`src/rtl/arb_pkg.sv`:
```
package arb_pkg;

  typedef enum logic [1:0] {
    ST_LOCAL     = 2'd0,
    ST_RELEASING = 2'd1,
    ST_RELEASED  = 2'd2,
    ST_RECLAIM   = 2'd3
  } arbState_e;

  typedef struct packed {
    logic setAck;
    logic clrAck;
    logic fireRefresh;
  } ctlStrobes_t;

endpackage

```
`src/rtl/arb_datapath.sv`:
```
module arb_datapath
  import arb_pkg::*;
(
  input  logic        clk,
  input  logic        rstN,
  input  logic        refreshReq,
  input  ctlStrobes_t strobes,
  output logic        refPendEff,
  output logic        busAck,
  output logic        refreshStart
);

  logic refPend;

  // a request arriving this cycle counts as pending at once
  assign refPendEff = refPend | refreshReq;

  always_ff @(posedge clk) begin
    if (!rstN) begin
      refPend      <= 1'b0;
      busAck       <= 1'b0;
      refreshStart <= 1'b0;
    end else begin
      refPend      <= refPendEff & ~strobes.fireRefresh;
      refreshStart <= strobes.fireRefresh;
      if (strobes.setAck)      busAck <= 1'b1;
      else if (strobes.clrAck) busAck <= 1'b0;
    end
  end

endmodule

```
`src/rtl/arb_control.sv`:
```
module arb_control
  import arb_pkg::*;
(
  input  logic        clk,
  input  logic        rstN,
  input  logic        extReq,
  input  logic        cycleEnd,
  input  logic        anyLock,
  input  logic        refPendEff,
  output ctlStrobes_t strobes,
  output logic        localGrant
);

  arbState_e state, stateNext;
  logic      boundary;

  assign boundary   = cycleEnd & ~anyLock;
  assign localGrant = (state == ST_LOCAL) || (state == ST_RELEASING);

  always_comb begin
    stateNext = state;
    strobes   = '0;
    unique case (state)
      ST_LOCAL, ST_RELEASING: begin
        if (boundary && refPendEff) begin
          strobes.fireRefresh = 1'b1;
          stateNext = extReq ? ST_RELEASING : ST_LOCAL;
        end else if (boundary && extReq) begin
          strobes.setAck = 1'b1;
          stateNext = ST_RELEASED;
        end else begin
          stateNext = extReq ? ST_RELEASING : ST_LOCAL;
        end
      end
      ST_RELEASED: begin
        if (!extReq) begin
          strobes.clrAck      = 1'b1;
          strobes.fireRefresh = refPendEff;
          stateNext = ST_LOCAL;
        end else if (refPendEff) begin
          strobes.clrAck = 1'b1;
          stateNext = ST_RECLAIM;
        end
      end
      ST_RECLAIM: begin
        if (!extReq) begin
          strobes.fireRefresh = 1'b1;
          stateNext = ST_LOCAL;
        end
      end
      default: stateNext = ST_LOCAL;
    endcase
  end

  always_ff @(posedge clk) begin
    if (!rstN) state <= ST_LOCAL;
    else       state <= stateNext;
  end

endmodule

```
`src/rtl/ext_bus_arbiter.sv`:
```
module ext_bus_arbiter
  import arb_pkg::*;
(
  input  logic clk,
  input  logic rstN,
  input  logic extReq,
  input  logic refreshReq,
  input  logic cycleEnd,
  input  logic lockSplit,
  input  logic lockBurst,
  input  logic lockRmw,
  output logic busAck,
  output logic localGrant,
  output logic refreshStart
);

  ctlStrobes_t strobes;
  logic        refPendEff;
  logic        anyLock;

  assign anyLock = lockSplit | lockBurst | lockRmw;

  arb_control ctl_i (
    .clk        (clk),
    .rstN       (rstN),
    .extReq     (extReq),
    .cycleEnd   (cycleEnd),
    .anyLock    (anyLock),
    .refPendEff (refPendEff),
    .strobes    (strobes),
    .localGrant (localGrant)
  );

  arb_datapath dp_i (
    .clk          (clk),
    .rstN         (rstN),
    .refreshReq   (refreshReq),
    .strobes      (strobes),
    .refPendEff   (refPendEff),
    .busAck       (busAck),
    .refreshStart (refreshStart)
  );

endmodule

```
`config.mk`:
```
export PLATFORM = sky130hd
export DESIGN_NAME = ext_bus_arbiter
export DESIGN_NICKNAME = d
export VERILOG_FILES = /design/src/rtl/arb_pkg.sv /design/src/rtl/arb_datapath.sv /design/src/rtl/arb_control.sv /design/src/rtl/ext_bus_arbiter.sv
export SDC_FILE = /design/constraint.sdc
export NUM_CORES = 1
export LEC_CHECK = 0
export CAP_MARGIN = 5
export CORE_AREA = 2 2 39 41
export DETAILED_ROUTE_END_ITERATION = 6
export DIE_AREA = 0 0 41 43
export DONT_BUFFER_PORTS = 1
export HOLD_SLACK_MARGIN = 0.05
export PLACE_DENSITY_LB_ADDON = 0.05
export SLEW_MARGIN = 20
export SYNTH_ARGS = -nofsm -noshare
export SYNTH_HDL_FRONTEND = slang
export SYNTH_SLANG_ARGS = --single-unit
```
`constraint.sdc`:
```
create_clock -name clk -period 1.9 [get_ports clk]
set_clock_uncertainty 0.2 [all_clocks]
set_input_delay 0.285 -clock clk [delete_from_list [all_inputs] [get_ports clk]]
set_output_delay 0.285 -clock clk [all_outputs]
set_load 0.005 [all_outputs]
```
Yosys cells after proc, flatten, opt, wreduce, memory -nomap -nowiden
Cells that the tools add are included.
{"block": "classes", "eq_ne": 5, "muxes": 19, "bitwise_logic": 7, "n_reduce_logical": 7}
{"op": "$mux 1", "count": 12}
{"op": "$mux 2", "count": 5}
{"op": "$pmux 2 s3", "count": 1}
{"op": "$eq 2x2->1 const B", "count": 2}
{"op": "$ne 3x2->1 const B", "count": 1}
{"op": "$or 1x1->1", "count": 3}
{"op": "$pmux 1 s3", "count": 1}
{"op": "$and 1x1->1", "count": 2}
{"op": "$eq 2x1->1 const B", "count": 1}
{"op": "$logic_and 1x1->1", "count": 2}
{"op": "$logic_not 2->1", "count": 1}
{"op": "$ne 2x2->1 const B", "count": 1}
{"op": "$not 1->1", "count": 2}
{"op": "$reduce_and 2->1", "count": 1}
{"op": "$reduce_bool 2->1", "count": 1}
{"op": "$reduce_or 2->1", "count": 1}
{"op": "$logic_or 1x1->1", "count": 1}
{"block": "word_totals", "reg_bits": 5, "in_bits": 8, "out_inout_bits": 3, "word_cells": 42}

Logic depth before layout (Yosys ltp)
{"block": "logic_depth", "depth_word": 9, "depth_mapped": 3, "depth_no_buf": 3}

Hierarchy
From an unflattened synthesis, not the netlist that was laid out.
{"block": "hier_totals", "cells_unflattened": 25, "hier_area_um2": 229.0}
{"module": "arb_control", "n_inst": 1, "cells_each": 16, "area_each_um2": 127.6}
{"module": "arb_datapath", "n_inst": 1, "cells_each": 8, "area_each_um2": 95.1}
{"module": "ext_bus_arbiter", "n_inst": 1, "cells_each": 1, "area_each_um2": 6.3}

Worst setup path after synthesis
Ideal clock, no wire load.
{"block": "synth_timing", "path_type": "input to register", "start": "in lockRmw", "end": "reg dp_i.refreshStart", "setup_ns": 0.059, "t_arrival_ns": 1.129, "t_required_ns": 1.641, "slack_ns": 0.512, "stages": 3, "path_buffers": 0, "cell_sequence": "or4b_4 > o32ai_1 > and2_1"}
{"block": "synth_between", "elab_chain_cells": 6}
{"item": "start, declared", "line_no": "ext_bus_arbiter.sv:11", "rtl": "input logic lockRmw,"}
{"item": "$or 1x1->1", "line_no": "ext_bus_arbiter.sv:21", "rtl": "assign anyLock = lockSplit | lockBurst | lockRmw;"}
{"item": "$not 1->1", "line_no": "arb_control.sv:17", "rtl": "assign boundary = cycleEnd & ~anyLock;"}
{"item": "$and 1x1->1", "line_no": "arb_control.sv:17"}
{"item": "$logic_and 1x1->1", "line_no": "arb_control.sv:25", "rtl": "if (boundary && refPendEff) begin"}
{"item": "$mux 1", "line_no": "arb_control.sv:25"}
{"item": "$pmux 1 s3", "line_no": "arb_control.sv:23", "rtl": "unique case (state)"}
{"item": "end signal, assigned", "line_no": "arb_datapath.sv:25", "rtl": "refreshStart <= strobes.fireRefresh;"}
{"item": "end, declared", "line_no": "arb_datapath.sv:10", "rtl": "output logic refreshStart"}
Every way passes these cells.
A chain may end at the register's enable or synchronous reset.

Worst setup path after layout
{"block": "layout_timing", "start": "reg ctl_i.state[1]", "end": "out localGrant"}
{"block": "layout_between", "elab_chain_cells": 2, "elab_cells_between_ends": 3, "cone_classes": "eq/ne: 1; reduce/logical: 2"}
{"item": "start, declared", "line_no": "arb_control.sv:14", "rtl": "arbState_e state, stateNext;"}
{"item": "start signal, assigned", "line_no": "arb_control.sv:57", "rtl": "else state <= stateNext;"}
{"item": "$eq 2x1->1 / $logic_not 2->1 (equally long branches)", "line_no": "arb_control.sv:18", "rtl": "assign localGrant = (state == ST_LOCAL) || (state == ST_RELEASING);"}
{"item": "$logic_or 1x1->1 *", "line_no": "arb_control.sv:18"}
{"item": "end, declared", "line_no": "ext_bus_arbiter.sv:13", "rtl": "output logic localGrant,"}
Mark *: on every way between the ends. The rest lies on a longest branch, timed or not.

==> out/qor.yml <==
min_period_ns: 1.26
vias: 219
r2r_end: "dp_i.refreshStart"
synth.most_common_cell: "dfxtp_1"
grt_pass1_vias: 215
syn_inst: 25
cts_setup_buffers: 0
slowest_stage: "dfxtp_1"
crit_start: "ctl_i.state[1]"
grt_pass1_wl_um: 869
combinationalPowerShare_pct: 6.3
hold_class: "in2reg"
grt_use_total_pct: 7.82
grt-ovfl-total: 0
cts_made_buffers: 3
cts_tree: "yes"
cts_buffer_depth: 2
p_int_uw: 198
synthTopCellsByArea: "dfxtp_1 45%, or4b_4 6.2%, nand2b_1 5.6%, a21oi_1 4.5%, o21ai_0 4.5%"
cts-resized-gates: 0
drv_cap: 0
grt_max_degree: 7
worst-slew-pin-transition_ns: 0.634
portBuffers: 0
diodes: 0
wl_per_cell_um: 12.3
start_kind: "flip-flop"
pre_cts_slack_ns: 0.465
synth_top_cell_area_share_pct: 45.2
drt_iter0_drc: 4
whs_path_depth: 3
finalInstanceArea_um2: 288
nFillCells: 154
core_area_um2: 1380
dr.pass1.iters: 4
seqPwrFrac_pct: 42.8
postPlaceCellArea_um2: 241
reg2reg_slack_ns: 0.76
gp_congestion: 0.759
timing_worst_setup_path_type: "reg2out"
synth_fp_nets: 33
antenna_found_initial: 0
rows: 14
outcome: "finished, final reports clean"
path_clk_slew_ns: 0.05
dieArea_um2: 1760
min_from: "refreshReq"
swShare_pct: 23.8
worstPathCellList: "inv_1"
yosys_warnings: 0
die_h_um: 43
postRouteAntennaNets: 0
crit_fanout: 6
cp-end-kind: "output port"
required_ns: 1.41
rsz0062_at_grt: "no"
clockPowerShare_pct: 50.9
cts_sinks: 5
hpwl_um: 422
use_met1_pct: 10.2
yosys.area.top_type: "dfxtp_1"
cp_num_buf_inv: 1
start_util_pct: 16.0
r2r.worst_path.cells: 3
slew_viol_final: 0
die_w_um: 41
area_delta_synth_final_pct: 29.9
holdPathEnd: "dp_i.busAck"
synth_enable_flop_cells: 0
p_switching_uw: 61.9
finalHoldViolations: 0
synth.avg_cell_area_um2: 8.86
cellLeakagePower_nw: 0.0955
cts_root_buf: "clkbuf_4"
grt-busiest-layer: "met1"
max_slew_margin_pct: 57.1
fin_nets: 40
gr-usage-met3_pct: 3.14
ys_types: 16
finalWorstSetupSlack_ns: 0.638
yosys_most_used_dff: "dfxtp_1"
ctsHtreeMaxLevel: 1
seq_area_frac_synth_pct: 45.2
crit_family: "flip-flops"
drive_gt1_share_pct: 12.9
tns_ns: 0
setup_viol: 0
drc_errors: 0
drt_wl_total_um: 577
ir_drop_uv: 246
arrival_ns: 0.78
grtUsageMet2_pct: 8.75
postSynth.asyncResetShare_pct: 0
reg2reg_from: "dp_i.refPend"
synth_area_um2: 221
cp_slowest_stage_delay_ns: 0.41
power_density_nw_per_um2: 902
fin_crit_sh_pct: 66.4
ys_ff_latch: 5
vias_per_cell: 4.66
worstSkewPairLatency_ns: 0.25
io-pin-count: 11
timing.fmax_mhz: 792
[routing by layer]
metal / share of wire, % / up-vias
li1: - / 102
met1: 45 / 100
met2: 40 / 13
met3: 11 / 4
met4: 3.6 / 0
met5: 0 / -
[cells by family after synthesis]
logic type             after synthesis  share of synthesized area [%]
flip-flops                           5                           45.2
AND/OR/NAND/NOR                     12                           33.3
AO/OA/AOI/OAI                        7                           19.8
buffers and inverters                1                           1.69
[registers in the layout (all words and copies together) (netlist names)]
register / flops
dp_i.refreshStart: 1
ctl_i.state: 2
dp_i.busAck: 1
dp_i.refPend: 1
[stage by stage]
stage | hold WS (ns) | power [mW] | utilization, % | instances
floorplan | 0.207 | 0.123 | - | 25
global placement | 0.219 | 0.126 | 17.5 | 41
global route | 0.0885 | 0.265 | 20.8 | 47
detailed placement | 0.219 | 0.125 | 17.5 | 41
finish | 0.0666 | 0.260 | 20.8 | 47
CTS | 0.0611 | 0.259 | 20.8 | 47
[placed cells by master, fill, tap and decap left out]
cell           synthesis  layout
a21oi_1                2       2
nand2b_1               2       2
nor4b_1                1       1
nor2_1                 2       2
nand2_1                2       2
o21ai_0                2       2
or4b_4                 1       1
inv_1                  1       1
and2_1                 1       1
nand3_1                1       1
nor3b_1                1       1
clkbuf_4               0       3
nor3_1                 1       1
o32ai_1                1       1
a211oi_1               1       1
dlygate4sd3_1          0       2
dfxtp_1                5       5
clkbuf_1               0       1
a21boi_0               1       1
[how the worst max path moves through the flow]
stage                                   end  slack, ns  cells past startpoint
after floorplan           dp_i.refreshStart       0.51                      3
after global placement    dp_i.refreshStart       0.40                      3
after detailed placement  dp_i.refreshStart       0.47                      3
after CTS                        localGrant       0.65                      1
after global routing             localGrant       0.61                      1
final                            localGrant       0.64                      1
[power groups by stage]
stage                     combinational (mW)  clock, mW  sequential [mW]
after floorplan                       0.0104          0            0.112
after global placement                0.0126          0            0.113
after detailed placement              0.0120          0            0.113
after CTS                             0.0163      0.131            0.111
after global routing                  0.0180      0.136            0.111
final                                 0.0163      0.132            0.111
[timing repair]
action                                 4_1_cts  5_1_grt
endpoints found under the hold margin        5        0
hold buffers                                 2        0
setup endpoints to repair                    0        0
[area by class of cell]
class                           instances  area, µm²  area share, %
Multi-Input combinational cell         19        118           40.9
Sequential cell                         5        100           34.8
Clock buffer                            4       26.3           9.13
Timing Repair Buffer                    2       20.0           6.96
Tap cell                               16       20.0           6.96
Inverter                                1       3.75           1.30
No activity file was read; power rests on OpenSTA's default activity.
